[config.mk]
export PLATFORM = sky130hd
export DESIGN_NAME = nic_regbank
export DESIGN_NICKNAME = d
export VERILOG_FILES = /design/src/rtl/nic_regbank_pkg.sv /design/src/rtl/nic_page_decode.sv /design/src/rtl/nic_byte_file.sv /design/src/rtl/nic_cmd_reg.sv /design/src/rtl/nic_irq_unit.sv /design/src/rtl/nic_regbank.sv
export SDC_FILE = /design/constraint.sdc
export NUM_CORES = 1
export LEC_CHECK = 0
export BUFFER_PORTS_ARGS = -buffer_cell sky130_fd_sc_hd__buf_2
export CAP_MARGIN = 20
export CORE_ASPECT_RATIO = 1.1
export CORE_MARGIN = 2
export CORE_UTILIZATION = 40
export DETAILED_ROUTE_END_ITERATION = 12
export HOLD_SLACK_MARGIN = 0.12
export PLACE_DENSITY_LB_ADDON = 0.15
export SYNTH_ARGS = -nofsm -noshare
export SYNTH_HDL_FRONTEND = slang
export SYNTH_HIERARCHICAL = 1
export SYNTH_SLANG_ARGS = --single-unit
[constraint.sdc]
create_clock -name clk -period 5.5 [get_ports clk]
set_clock_uncertainty 0.1 [all_clocks]
set_input_delay 0.275 -clock clk [delete_from_list [all_inputs] [get_ports clk]]
set_output_delay 0.275 -clock clk [all_outputs]
set_load 0.01 [all_outputs]
[src/rtl/nic_regbank_pkg.sv]
// Package: shared types and register offsets for the paged NIC register bank.
// Assumes a byte-wide host data path and a 4-bit offset.
package nic_regbank_pkg;

    localparam int BYTE_W = 8;
    localparam int OFF_W  = 4;

    // Command register layout, most significant field first
    typedef struct packed {
        logic [1:0] page;
        logic [2:0] dma;
        logic       tx_req;
        logic       start;
        logic       stop;
    } cmd_t;

    localparam logic [BYTE_W-1:0] CMD_RESET = 8'h01;

    localparam logic [OFF_W-1:0] OFF_CMD  = 4'h0;
    localparam logic [OFF_W-1:0] OFF_TXPG = 4'h4;
    localparam logic [OFF_W-1:0] OFF_ISR  = 4'h7;
    localparam logic [OFF_W-1:0] OFF_RCFG = 4'hC;
    localparam logic [OFF_W-1:0] OFF_TCFG = 4'hD;
    localparam logic [OFF_W-1:0] OFF_DCFG = 4'hE;
    localparam logic [OFF_W-1:0] OFF_IMR  = 4'hF;
    localparam logic [OFF_W-1:0] OFF_CUR  = 4'h7;

    // Indices into the miscellaneous byte file
    localparam int MISC_TXPG = 0;
    localparam int MISC_RCFG = 1;
    localparam int MISC_TCFG = 2;
    localparam int MISC_DCFG = 3;
    localparam int MISC_CUR  = 4;
    localparam int MISC_N    = 5;

    typedef enum logic [3:0] {
        RD_ZERO, RD_CMD, RD_TXSTAT, RD_ISR,
        RD_TALLY_F, RD_TALLY_C, RD_TALLY_M,
        RD_STATION, RD_CUR
    } rd_sel_e;

endpackage

[src/rtl/nic_page_decode.sv]
// Module: turns page + offset + write strobe into register write enables
// and a read-source selection. Purely combinational. Assumes the page
// value is the registered command field, so it changes only on clock edges.
module nic_page_decode
    import nic_regbank_pkg::*;
#(
    parameter int NUM_STATION = 6
) (
    input  logic [OFF_W-1:0]       addr,
    input  logic                   we,
    input  logic [1:0]             page,
    output logic                   cmd_we,
    output logic                   isr_we,
    output logic                   imr_we,
    output logic [MISC_N-1:0]      misc_we,
    output logic [NUM_STATION-1:0] par_we,
    output rd_sel_e                rd_sel,
    output logic [$clog2(NUM_STATION)-1:0] par_idx
);
    localparam int IW = $clog2(NUM_STATION);

    // Decode of the shared offsets per page and direction
    always_comb begin
        cmd_we  = 1'b0;
        isr_we  = 1'b0;
        imr_we  = 1'b0;
        misc_we = '0;
        rd_sel  = RD_ZERO;
        if (addr == OFF_CMD) begin
            rd_sel = RD_CMD;
            cmd_we = we;
        end else begin
            case (page)
                2'd0: begin
                    case (addr)
                        OFF_TXPG: begin rd_sel = RD_TXSTAT;  misc_we[MISC_TXPG] = we; end
                        OFF_ISR:  begin rd_sel = RD_ISR;     isr_we = we; end
                        OFF_RCFG: begin misc_we[MISC_RCFG] = we; end
                        OFF_TCFG: begin rd_sel = RD_TALLY_F; misc_we[MISC_TCFG] = we; end
                        OFF_DCFG: begin rd_sel = RD_TALLY_C; misc_we[MISC_DCFG] = we; end
                        OFF_IMR:  begin rd_sel = RD_TALLY_M; imr_we = we; end
                        default:  rd_sel = RD_ZERO;
                    endcase
                end
                2'd1: begin
                    if (addr == OFF_CUR) begin
                        rd_sel = RD_CUR;
                        misc_we[MISC_CUR] = we;
                    end else if (addr >= 4'd1 && {28'd0, addr} <= NUM_STATION) begin
                        rd_sel = RD_STATION;
                    end
                end
                default: rd_sel = RD_ZERO;
            endcase
        end
    end

    // Per-byte station-address write enables on page 1
    for (genvar i = 0; i < NUM_STATION; i++) begin : g_par_we
        assign par_we[i] = we && (page == 2'd1) && (addr == OFF_W'(i + 1));
    end

    // Station byte index for the read path
    assign par_idx = IW'(addr - 4'd1);

endmodule

[src/rtl/nic_byte_file.sv]
// Module: a row of byte registers, each with its own write enable and a
// shared write bus. Assumes at most one enable per cycle from the decoder.
module nic_byte_file
    import nic_regbank_pkg::*;
#(
    parameter int N = 4
) (
    input  logic                        clk,
    input  logic                        rst_n,
    input  logic [N-1:0]                we,
    input  logic [BYTE_W-1:0]           wdata,
    output logic [N-1:0][BYTE_W-1:0]    q
);
    // Load each byte whose enable is set
    always_ff @(posedge clk) begin
        if (!rst_n) begin
            q <= '0;
        end else begin
            for (int i = 0; i < N; i++) begin
                if (we[i]) q[i] <= wdata;
            end
        end
    end

endmodule

[src/rtl/nic_cmd_reg.sv]
// Module: command register. Stores the page, DMA, run and halt fields on a
// host write. The transmit request is sticky: it is set by a written one and
// cleared only by the transmit engine. A set in the same cycle as done wins.
module nic_cmd_reg
    import nic_regbank_pkg::*;
(
    input  logic              clk,
    input  logic              rst_n,
    input  logic              we,
    input  logic [BYTE_W-1:0] wdata,
    input  logic              tx_done,
    output cmd_t              cmd_q
);
    cmd_t wr;
    assign wr = cmd_t'(wdata);

    // Command fields and sticky transmit request
    always_ff @(posedge clk) begin
        if (!rst_n) begin
            cmd_q <= cmd_t'(CMD_RESET);
        end else begin
            if (we) begin
                cmd_q.page  <= wr.page;
                cmd_q.dma   <= wr.dma;
                cmd_q.start <= wr.start;
                cmd_q.stop  <= wr.stop;
            end
            if (we && wr.tx_req) cmd_q.tx_req <= 1'b1;
            else if (tx_done)    cmd_q.tx_req <= 1'b0;
        end
    end

endmodule

[src/rtl/nic_irq_unit.sv]
// Module: interrupt status and mask. Events set status bits, host writes of
// ones clear them, and an event beats a clear on the same bit. The interrupt
// is a level built from the registered status and mask.
module nic_irq_unit
    import nic_regbank_pkg::*;
#(
    parameter int NB = BYTE_W
) (
    input  logic          clk,
    input  logic          rst_n,
    input  logic          isr_we,
    input  logic          imr_we,
    input  logic [NB-1:0] wdata,
    input  logic [NB-1:0] evt,
    output logic [NB-1:0] isr_q,
    output logic [NB-1:0] imr_q,
    output logic          irq
);
    logic [NB-1:0] isr_d;

    // Per-bit next status: set by event, else write-one clear
    for (genvar i = 0; i < NB; i++) begin : g_isr_bit
        assign isr_d[i] = evt[i] | (isr_q[i] & ~(isr_we & wdata[i]));
    end

    // Status register
    always_ff @(posedge clk) begin
        if (!rst_n) isr_q <= '0;
        else        isr_q <= isr_d;
    end

    // Mask register
    always_ff @(posedge clk) begin
        if (!rst_n)      imr_q <= '0;
        else if (imr_we) imr_q <= wdata;
    end

    // Level interrupt from unmasked pending bits
    assign irq = |(isr_q & imr_q);

endmodule

[src/rtl/nic_regbank.sv]
// Module: top of the paged NIC register bank. Ties the page decoder, command
// register, interrupt unit and byte files together and builds the read path.
// Assumes a host write lasts one cycle and reads have no side effects.
module nic_regbank
    import nic_regbank_pkg::*;
#(
    parameter int NUM_STATION = 6
) (
    input  logic                          clk,
    input  logic                          rst_n,
    input  logic [3:0]                    host_addr,
    input  logic                          host_we,
    input  logic [7:0]                    host_wdata,
    output logic [7:0]                    host_rdata,
    input  logic [7:0]                    evt_in,
    input  logic                          tx_done,
    input  logic [7:0]                    tx_status_in,
    input  logic [7:0]                    tally_frame_in,
    input  logic [7:0]                    tally_crc_in,
    input  logic [7:0]                    tally_miss_in,
    output logic                          ctl_stop,
    output logic                          ctl_start,
    output logic                          ctl_tx_req,
    output logic [2:0]                    ctl_dma_cmd,
    output logic [7:0]                    tx_page_start,
    output logic [7:0]                    rx_config,
    output logic [7:0]                    tx_config,
    output logic [7:0]                    data_config,
    output logic [NUM_STATION*8-1:0]      station_addr,
    output logic [7:0]                    cur_rx_page,
    output logic                          irq
);
    localparam int IW = $clog2(NUM_STATION);

    logic                                 cmd_we, isr_we, imr_we;
    logic [MISC_N-1:0]                    misc_we;
    logic [NUM_STATION-1:0]               par_we;
    rd_sel_e                              rd_sel;
    logic [IW-1:0]                        par_idx;
    cmd_t                                 cmd_q;
    logic [1:0]                           page_q;
    logic [BYTE_W-1:0]                    isr_q, imr_q;
    logic [MISC_N-1:0][BYTE_W-1:0]        misc_q;
    logic [NUM_STATION-1:0][BYTE_W-1:0]   station_q;

    assign page_q = cmd_q.page;

    nic_page_decode #(.NUM_STATION(NUM_STATION)) u_decode (
        .addr    (host_addr),
        .we      (host_we),
        .page    (page_q),
        .cmd_we  (cmd_we),
        .isr_we  (isr_we),
        .imr_we  (imr_we),
        .misc_we (misc_we),
        .par_we  (par_we),
        .rd_sel  (rd_sel),
        .par_idx (par_idx)
    );

    nic_cmd_reg u_cmd (
        .clk     (clk),
        .rst_n   (rst_n),
        .we      (cmd_we),
        .wdata   (host_wdata),
        .tx_done (tx_done),
        .cmd_q   (cmd_q)
    );

    nic_irq_unit #(.NB(BYTE_W)) u_irq (
        .clk    (clk),
        .rst_n  (rst_n),
        .isr_we (isr_we),
        .imr_we (imr_we),
        .wdata  (host_wdata),
        .evt    (evt_in),
        .isr_q  (isr_q),
        .imr_q  (imr_q),
        .irq    (irq)
    );

    nic_byte_file #(.N(MISC_N)) u_misc (
        .clk   (clk),
        .rst_n (rst_n),
        .we    (misc_we),
        .wdata (host_wdata),
        .q     (misc_q)
    );

    nic_byte_file #(.N(NUM_STATION)) u_station (
        .clk   (clk),
        .rst_n (rst_n),
        .we    (par_we),
        .wdata (host_wdata),
        .q     (station_q)
    );

    // Exported control fields and configuration
    assign ctl_stop      = cmd_q.stop;
    assign ctl_start     = cmd_q.start;
    assign ctl_tx_req    = cmd_q.tx_req;
    assign ctl_dma_cmd   = cmd_q.dma;
    assign tx_page_start = misc_q[MISC_TXPG];
    assign rx_config     = misc_q[MISC_RCFG];
    assign tx_config     = misc_q[MISC_TCFG];
    assign data_config   = misc_q[MISC_DCFG];
    assign cur_rx_page   = misc_q[MISC_CUR];
    assign station_addr  = station_q;

    // Read multiplexer driven by the decoder's source selection
    always_comb begin
        case (rd_sel)
            RD_CMD:     host_rdata = cmd_q;
            RD_TXSTAT:  host_rdata = tx_status_in;
            RD_ISR:     host_rdata = isr_q;
            RD_TALLY_F: host_rdata = tally_frame_in;
            RD_TALLY_C: host_rdata = tally_crc_in;
            RD_TALLY_M: host_rdata = tally_miss_in;
            RD_STATION: host_rdata = station_q[par_idx];
            RD_CUR:     host_rdata = misc_q[MISC_CUR];
            default:    host_rdata = '0;
        endcase
    end

endmodule

==> run metrics <==
Unique masters post-synth=58; die area=15110 um2; filler cell count=1326; final slew viol count=0; vias=4501; later-pin clock latency in the skew report=340 ps; Net Count, Synth=602; Initial Util=41.01%; Synth Warn #=6; Tmin final=3649 ps; layout cells sized above 1=27.60%; # setup viols final=0; Post-Synth Simple-Gate Area=19.91%; CTS tree=built; Final ANT Viol Nets=0; Adder-Cell Fraction of Synth Area=0.8848%; Total GRT Usage=22.06%; Max rail drop VDD=135.6 uV; leading cell type in the layout, fill and taps excluded=buf_2; io pins=159; initial antenna violation count=0; dpl hpwl=11.89 mm; antenna cells=0; met3 Use GR=5.098%; CP peak stage delay=510 ps; Req. time, crit path=5120 ps; chip height=128.7 um; mapped cell area=5657 um2; met1 Use GR=29.49%; DRC viols=0; Pre-antenna DRT Iters=4; Die Wd=117.4 um; Reg clk slew, reported paths=70 ps; ys async rst share=0%; Worst-Margin Slew=1040 ps; CTS Buffer Depth=2; fin crit share=66.35%; grt peak-use layer=met2; drt initial violations=382; mean area per synthesized cell=10.44 um2; grt total ovfl=0; final core utilization=49.32%; crit end category=primary output; setup TNS=0 ps; max_slew headroom=30.42%; total wire length=16.87 mm; commonest cells after routing, fill and taps aside=buf_2, mux2i_1, dfxtp_1; xor and xnor area share after synthesis=0.1548%; largest family of logic cells by synthesized area=multiplexers; CTS Buf Count=9; EDFF count, synth=0; PD cells=238.1 nW/um2; CP Max Fanout=18; first-pass GRT wire length=25.87 mm; sinks on the clock net=112; RePlAce Congestion=0.9089; Max-Cap Viols=0; WS Path Type=in -> out; synth-to-layout area growth=20.28%; critical path launch point type=input port; Final Hold Fails=0; Hold Crit Class=in -> reg; final hold slack=323.1 ps; number of global-route vias before repair=4518; CTS H-tree depth=3; DR WL/cell=19.17 um; Leakage=2.663 nW; RSZ-0062 raised after global routing=no; port bufs=158; site row count=45; sequential area share after synthesis=39.64%; core area=13790 um2; fmax=274.0 MHz; number of synthesized register bits=112; vias per cell=5.115; Top FF cell, synth=dfxtp_1; mux cell area share after synthesis=24.31%; # resized after CTS=0; CP max stage cell=nor3b_1; CTS root buffer=clkbuf_16; final net count=748; largest net degree at the start of global routing=113; Post-Syn Instances=542; status=finished, final reports clean; M2 GR Usage=35.33%; CP arrival=3270 ps; Compound-Gate Fraction of Synth Area=9.600%; crit-path cells=buf_2 -> inv_1 -> buf_4 -> ha_1 -> nor3b_1 -> a31oi_1 -> o21ai_1 -> buf_4 -> nor2b_4 -> a221oi_1 -> nor2_1 -> a221o_1 -> buf_2
worst paths after layout:
path	slack, ps	startpoint	cells past startpoint	to
max	1850	host_addr[0]	13	host_rdata[4]
min	320	host_wdata[2]	3	u_cmd/cmd_q[2]$_SDFFE_PN0P_
min reg2reg	390	u_cmd/cmd_q[2]$_SDFFE_PN0P_	2	u_cmd/cmd_q[2]$_SDFFE_PN0P_
max reg2reg	3400	u_cmd/cmd_q[6]$_SDFFE_PN0P_	4	u_misc/q[39]$_SDFFE_PN0P_
logic make-up (layout without fill, tap and decap cells):
logic type | Yosys count | count (layout)
buffers and inverters | 42 | 192
AO/OA/AOI/OAI | 72 | 72
adder cells (fa/ha/maj) | 4 | 4
multiplexers | 131 | 131
flip-flops | 112 | 112
AND/OR/NAND/NOR | 180 | 180
XOR/XNOR | 1 | 1
repair_timing:
action,CTS,global route
endpoints found under the hold margin,9,0
buffers inserted,0,0
hold buffers,9,0
worst max-delay path: cells and delay by family:
kind / cells / cell delay [ps]
buffers and inverters: 5 / 910
AO/OA/AOI/OAI: 4 / 1120
AND/OR/NAND/NOR: 3 / 660
adder cells (fa/ha/maj): 1 / 310
layout make-up:
class	instances	area, um2	share of cell area (%)
Multi-Input combinational cell	388	3113	45.75
Sequential cell	112	2242	32.95
Timing Repair Buffer	173	925.9	13.61
Clock buffer	12	246.5	3.623
Tap cell	188	235.2	3.457
Clock inverter	3	26.28	0.3862
Inverter	4	15.01	0.2207
registers in the layout, summed over array words and instances (netlist names):
signal	flops
u_irq/isr_q	8
u_station/q	48
u_cmd/cmd_q	8
u_irq/imr_q	8
u_misc/q	40
synthesized netlist by cell type, types with 3 or more instances:
library cell,n,share of area [%]
a21oi_1,4,0.35
o211ai_1,6,0.80
nand2_1,18,1.2
and3_1,4,0.44
mux2_2,5,1.0
o221ai_1,3,0.46
buf_6,11,2.2
nor3b_1,4,0.53
buf_4,10,1.3
a211o_1,3,0.46
buf_2,11,0.97
nand3_1,4,0.35
a22oi_1,9,1.2
nand3b_1,7,0.93
ha_1,4,0.88
nor2_1,9,0.60
clkbuf_1,4,0.27
o21ai_0,6,0.53
nor2b_1,108,12
mux2i_1,122,22
o21a_1,8,1.1
and2_1,8,0.88
inv_1,4,0.27
a21boi_0,8,1.1
a32oi_1,4,0.62
dfxtp_1,112,40
stage by stage:
stage	instances	setup slack, ps	power (W)	cell area [um2]
floorplan	542	2781	0.0009505	5657
global placement	856	1983	0.001016	6441
detailed placement	856	1893	0.001018	6441
CTS	880	1884	0.001636	6804
global route	880	1468	0.001683	6804
finish	880	1851	0.001620	6804
power by group:
group          internal (W)  switching [W]
Sequential         0.000819     0.00000729
Combinational     0.0000779      0.0000994
Clock              0.000322       0.000294
layer usage:
| metal | routed length [um] | up-vias | share of wire, % |
|---|---|---|---|
| met5 | 0 | - | 0 |
| met4 | 325 | 0 | 1.9 |
| met3 | 971 | 18 | 5.8 |
| met2 | 7695 | 132 | 46 |
| met1 | 7879 | 2142 | 47 |
| li1 | - | 2209 | - |
No activity file was read; power rests on OpenSTA's default activity.
